**src/rtl/iwht_pkg.sv**
```systemverilog
// Shared definitions for the inverse Walsh-Hadamard block.
// Assumes a fixed 4x4 block; only the coefficient width is configurable.
package iwht_pkg;
    localparam int DIM = 4;
    localparam int NCOEF = DIM * DIM;
    localparam int IDX_W = $clog2(NCOEF);

    typedef enum logic [1:0] {
        ST_IDLE = 2'd0,
        ST_COLS = 2'd1,
        ST_EMIT = 2'd2,
        ST_DONE = 2'd3
    } iwht_state_t;
endpackage

```
**src/rtl/iwht_bfly4.sv**
```systemverilog
// Four-point add/subtract butterfly used by both transform passes.
// Output order: sum of sums, c+d, difference of sums, d-c.
// Assumes signed inputs; outputs grow by two bits so nothing overflows.
module iwht_bfly4 #(
    parameter int W = 16
) (
    input  logic signed [W-1:0]   x0,
    input  logic signed [W-1:0]   x1,
    input  logic signed [W-1:0]   x2,
    input  logic signed [W-1:0]   x3,
    output logic signed [W+1:0]   y0,
    output logic signed [W+1:0]   y1,
    output logic signed [W+1:0]   y2,
    output logic signed [W+1:0]   y3
);
    logic signed [W:0] s_outer, s_inner, d_inner, d_outer;

    // Outer/inner pair sums and differences, then the output combination.
    always_comb begin
        s_outer = (W+1)'(x0) + (W+1)'(x3);
        s_inner = (W+1)'(x1) + (W+1)'(x2);
        d_inner = (W+1)'(x1) - (W+1)'(x2);
        d_outer = (W+1)'(x0) - (W+1)'(x3);
        y0 = (W+2)'(s_outer) + (W+2)'(s_inner);
        y1 = (W+2)'(d_inner) + (W+2)'(d_outer);
        y2 = (W+2)'(s_outer) - (W+2)'(s_inner);
        y3 = (W+2)'(d_outer) - (W+2)'(d_inner);
    end
endmodule

```
**src/rtl/iwht_round.sv**
```systemverilog
// Final rounding: add 3, then arithmetic shift right by 3.
// Assumes the input has headroom for the +3 bias (true for full-range data).
module iwht_round #(
    parameter int W = 20
) (
    input  logic signed [W-1:0]   x,
    output logic signed [W-4:0]   y
);
    logic signed [W-1:0] biased;

    // Bias then drop the three fraction bits, keeping the sign.
    always_comb begin
        biased = x + W'(3);
        y = biased[W-1:3];
    end
endmodule

```
**src/rtl/iwht4x4.sv**
```systemverilog
// Inverse 4x4 Walsh-Hadamard transform with serial DC-slot writes.
// Load: one handshake takes 16 row-major coefficients. The column pass is
// registered at acceptance, the row pass plus rounding one cycle later, and
// then 16 writes leave in subblock order followed by a one-cycle done pulse.
// Assumes the consumer always takes a write (no back-pressure on the output).
module iwht4x4
    import iwht_pkg::*;
#(
    parameter int IN_W = 16
) (
    input  logic                                 clk,
    input  logic                                 rst_n,
    input  logic                                 in_valid,
    output logic                                 in_ready,
    input  logic [iwht_pkg::NCOEF*IN_W-1:0]      in_coef,
    output logic                                 out_valid,
    output logic [iwht_pkg::IDX_W-1:0]           out_idx,
    output logic signed [IN_W:0]                 out_val,
    output logic                                 out_done
);
    localparam int P1_W  = IN_W + 2;
    localparam int P2_W  = IN_W + 4;
    localparam int OUT_W = P2_W - 3;
    localparam logic [IDX_W-1:0] LAST_IDX = IDX_W'(NCOEF - 1);

    iwht_state_t state_q;
    logic [IDX_W-1:0] idx_q;
    logic signed [IN_W-1:0]  coef_w [NCOEF];
    logic signed [P1_W-1:0]  p1_d   [NCOEF];
    logic signed [P1_W-1:0]  p1_q   [NCOEF];
    logic signed [P2_W-1:0]  p2_d   [NCOEF];
    logic signed [OUT_W-1:0] res_d  [NCOEF];
    logic signed [OUT_W-1:0] res_q  [NCOEF];
    logic accept;

    assign accept = in_valid && (state_q == ST_IDLE);

    genvar k;
    generate
        for (k = 0; k < NCOEF; k++) begin : g_unpack
            assign coef_w[k] = in_coef[k*IN_W +: IN_W];
        end

        // Column pass: rows 0/3 and 1/2 paired within each column.
        for (k = 0; k < DIM; k++) begin : g_col
            iwht_bfly4 #(.W(IN_W)) u_col (
                .x0(coef_w[k]),       .x1(coef_w[DIM+k]),
                .x2(coef_w[2*DIM+k]), .x3(coef_w[3*DIM+k]),
                .y0(p1_d[k]),         .y1(p1_d[DIM+k]),
                .y2(p1_d[2*DIM+k]),   .y3(p1_d[3*DIM+k])
            );
        end

        // Row pass on the registered column results.
        for (k = 0; k < DIM; k++) begin : g_row
            iwht_bfly4 #(.W(P1_W)) u_row (
                .x0(p1_q[k*DIM]),   .x1(p1_q[k*DIM+1]),
                .x2(p1_q[k*DIM+2]), .x3(p1_q[k*DIM+3]),
                .y0(p2_d[k*DIM]),   .y1(p2_d[k*DIM+1]),
                .y2(p2_d[k*DIM+2]), .y3(p2_d[k*DIM+3])
            );
        end

        for (k = 0; k < NCOEF; k++) begin : g_rnd
            iwht_round #(.W(P2_W)) u_rnd (.x(p2_d[k]), .y(res_d[k]));
        end
    endgenerate

    // Control sequence: idle -> row pass -> 16 writes -> done pulse.
    always_ff @(posedge clk) begin
        if (!rst_n) begin
            state_q <= ST_IDLE;
            idx_q   <= '0;
        end else begin
            case (state_q)
                ST_IDLE: if (accept) state_q <= ST_COLS;
                ST_COLS: begin
                    state_q <= ST_EMIT;
                    idx_q   <= '0;
                end
                ST_EMIT: begin
                    idx_q <= idx_q + 1'b1;
                    if (idx_q == LAST_IDX) state_q <= ST_DONE;
                end
                default: state_q <= ST_IDLE;
            endcase
        end
    end

    // Column-pass storage, loaded only on an accepted handshake.
    always_ff @(posedge clk) begin
        if (accept) begin
            for (int i = 0; i < NCOEF; i++) p1_q[i] <= p1_d[i];
        end
    end

    // Rounded result storage, loaded after the row pass.
    always_ff @(posedge clk) begin
        if (state_q == ST_COLS) begin
            for (int i = 0; i < NCOEF; i++) res_q[i] <= res_d[i];
        end
    end

    // Port outputs, all taken straight from registered state.
    always_comb begin
        in_ready  = (state_q == ST_IDLE);
        out_valid = (state_q == ST_EMIT);
        out_done  = (state_q == ST_DONE);
        out_idx   = idx_q;
        out_val   = res_q[idx_q];
    end

    AST_BUSY_NOT_READY: assert property (@(posedge clk) disable iff (!rst_n)
        (out_valid || out_done) |-> !in_ready);
    AST_IDX_STEP: assert property (@(posedge clk) disable iff (!rst_n)
        (out_valid && $past(out_valid)) |-> (out_idx == $past(out_idx) + 1'b1));
    AST_FIRST_IDX: assert property (@(posedge clk) disable iff (!rst_n)
        $rose(out_valid) |-> (out_idx == '0));
    AST_DONE_AFTER_LAST: assert property (@(posedge clk) disable iff (!rst_n)
        out_done |-> ($past(out_valid) && $past(out_idx) == LAST_IDX && !out_valid));
    AST_ACCEPT_LATENCY: assert property (@(posedge clk) disable iff (!rst_n)
        (in_valid && in_ready) |=> (!in_ready && !out_valid));
endmodule

```
**config.mk**
```make
export PLATFORM = sky130hd
export DESIGN_NAME = iwht4x4
export DESIGN_NICKNAME = d
export VERILOG_FILES = /design/src/rtl/iwht_pkg.sv /design/src/rtl/iwht_bfly4.sv /design/src/rtl/iwht_round.sv /design/src/rtl/iwht4x4.sv
export SDC_FILE = /design/constraint.sdc
export NUM_CORES = 2
export LEC_CHECK = 0
export ABC_AREA = 1
export BUFFER_PORTS_ARGS = -buffer_cell sky130_fd_sc_hd__buf_2
export CAP_MARGIN = 20
export CELL_PAD_IN_SITES_DETAIL_PLACEMENT = 1
export CELL_PAD_IN_SITES_GLOBAL_PLACEMENT = 2
export CORE_ASPECT_RATIO = 2
export CORE_MARGIN = 2
export CORE_UTILIZATION = 40
export CTS_CLUSTER_DIAMETER = 120
export DETAILED_ROUTE_END_ITERATION = 6
export PLACE_DENSITY_LB_ADDON = 0.15
export SLEW_MARGIN = 20
export SYNTH_ARGS = -nofsm -noshare
export SYNTH_HDL_FRONTEND = slang
export SYNTH_SLANG_ARGS = --single-unit
export TNS_END_PERCENT = 5
```
**constraint.sdc**
```tcl
create_clock -name clk -period 21.4 [get_ports clk]
set_input_delay 2.14 -clock clk [delete_from_list [all_inputs] [get_ports clk]]
set_output_delay 2.14 -clock clk [all_outputs]
set_load 0.01 [all_outputs]
```
==> flow_summary.json <==
{
  "status": "finished, final reports clean",
  "layout_commonest_cell": "nand2_1",
  "synth_area_leaders": "ha_1, edfxtp_1, nand2_1, inv_1, xor2_1",
  "cts_buffers": 69,
  "path_cells": "inv_4 > buf_4 > nor2_1 > o21ai_0 > o211ai_1 > nand2_1 > buf_2",
  "root_buffer": "clkbuf_16",
  "yosysTopAreaCellShare_pct": 19.77,
  "area_growth_syn_to_layout_pct": 6.688,
  "cts.hold.buffers_added": 0,
  "path_buf_inv": 3,
  "clk-insertion-delay-late_ns": 0.69,
  "hold_class": "reg2reg",
  "synth_edf_count": 552,
  "die-width_um": 333.6,
  "final_cell_mix": "nand2_1, inv_1, ha_1",
  "hold_violations": 0,
  "core_mm2": 0.2165,
  "min_path_cells": 2,
  "grt_pass1_vias": 88278,
  "syn-cell-area_mm2": 0.08688,
  "synthDistinctLibCells": 48,
  "place_congestion": 0.9827,
  "fin_crit_ns": 5.827,
  "rows": 242,
  "cp.required_ns": 19.26,
  "design.die.area_mm2": 0.2212,
  "synthArstFlopShare_pct": 0,
  "fin_nets": 14937,
  "r2r_cells": 21,
  "max_freq_ghz": 0.1716,
  "yosysSeqAreaShare_pct": 19.31,
  "slew_viol_final": 0,
  "wl_per_cell_um": 22.32,
  "cap_violations": 0,
  "worstMarginPinSlew_ns": 1.221,
  "grt_max_degree": 159,
  "track_usage_pct": 31.86,
  "initial_utilization_pct": 40.13,
  "syn_area_per_cell_um2": 6.577,
  "htree_levels": 3,
  "grt_pass1_wl_um": 540800,
  "clk_path_buf_depth": 3,
  "vias_per_cell": 5.395,
  "max_stage_delay_ns": 0.62,
  "drt_wl_total_um": 359700,
  "criticalPathCategory": "reg2out",
  "cts_sinks": 562,
  "drt.antenna.violating_nets": 0,
  "rsz0062_at_grt": "false",
  "yosys.area.top_type": "ha_1",
  "vias": 86940,
  "drt_iter0_drc": 5518,
  "antenna_found_initial": 6,
  "grt_overflow": 0,
  "setup-tns-final_ns": 0,
  "synth_flop_cell": "edfxtp_1",
  "drc": 0,
  "critPathTopFamily": "buffers and inverters",
  "maxSlewHeadroom_pct": 18.30,
  "dr.pass1.iters": 5,
  "critPathCaptureType": "output pin",
  "dieHeight_um": 663.1,
  "path_clk_slew_ns": 0.06,
  "cts_resized": 0,
  "crit_path_start_kind": "flop",
  "finalClockSkew_ns": 0.04132,
  "critPathMaxFanout": 58,
  "critical_path_arrival_ns": 3.69,
  "dp_hpwl_um": 311300,
  "cts_tree": "built",
  "drive_gt1_share_pct": 3.809,
  "io_buffers": 282,
  "path_depth": 7,
  "finalSetupViolations": 0,
  "pin_count": 283,
  "synth.ff_latch_count": 562,
  "ys.warnings.count": 0,
  "critPathSlowestCell": "o21ai_0",
  "post-route-period-util_pct": 27.23,
  "synth_fp_nets": 14890,
  "post-cts-setup-buffers": 0,
  "syn-instance-count": 13210
}
-- tightest hold or removal path, stage by stage, from the launching register on --
cell and delay [ns]:
dfxtp_1 0.34, nor2_1 0.12, nor3b_1 0.07
-- stage by stage --
step           setup WS, ns  hold slack, ns  cell area (um2)  std cells  util [%]
3_5_place_dp          15.51          0.5608            90390      15992     41.75
4_1_cts               15.63          0.5697            92690      16115     42.81
5_1_grt               15.53          0.6000            92690      16116     42.82
2_1_floorplan         13.16          0.4897            86880      13210         -
6_report              15.57          0.5664            92690      16116     42.82
3_3_place_gp          15.67          0.5329            90390      15992     41.75
-- state kept, by name, indices dropped and copies added (netlist names), named ones only --
name	cells
res_q	272
p1_q	280
out_idx	4
state_q	2
-- Yosys cell counts, types with 149 or more instances --
cell type	n
xor2_1	574
inv_1	2071
buf_2	229
edfxtp_1	552
ha_1	1373
o21bai_1	155
o21ai_0	519
nor3_1	153
a21o_1	150
nand2_1	3344
nor2_1	1297
nand4_1	149
a21oi_1	1004
nand3_1	973
-- cells by family (layout without fill, tap and decap cells) --
family	after synthesis	in the layout	synth area share, %
and+or+nand+nor	6076	6076	28.85
buffers and inverters	2408	2507	10.83
AOI/OAI and AO/OA	2113	2113	13.79
adders and majority gates	1421	1421	20.88
xor gates and xnor gates	630	630	6.351
DFF	562	562	19.31
other	0	1	0
-- path summary, 6_finish.rpt --
check / slack (ns) / endpoint / start
hold / removal: 0.57 / flop / out_idx[0]
hold reg to reg: 0.57 / flop / out_idx[0]
setup / recovery: 15.57 / out_val[2] / flop
setup reg to reg: 16.53 / res_q[13][12] / p1_q[1][72]
-- area by class of cell --
class / instances / area [um2]
fill: 28661 / 123800
multi-input combinational: 10240 / 60710
sequential: 562 / 16780
inverter: 2088 / 7848
tap: 2806 / 3511
clock buffer: 74 / 1788
timing repair buffer: 296 / 1541
clock inverter: 49 / 505.5
antenna: 1 / 2.502
-- metal layers --
| metal | GRT usage [%] | share of wire, % | up-vias |
|---|---|---|---|
| met2 | 55.70 | 48 | 1670 |
| met3 | 2.857 | 3.8 | 388 |
| met1 | 39.36 | 43 | 41990 |
| met5 | 0 | 0 | - |
| met4 | 14.63 | 5.3 | 0 |
| li1 | - | - | 42892 |
Power is not shown: default switching activity piles up to over one toggle a cycle in this logic, so the estimate is an artifact.
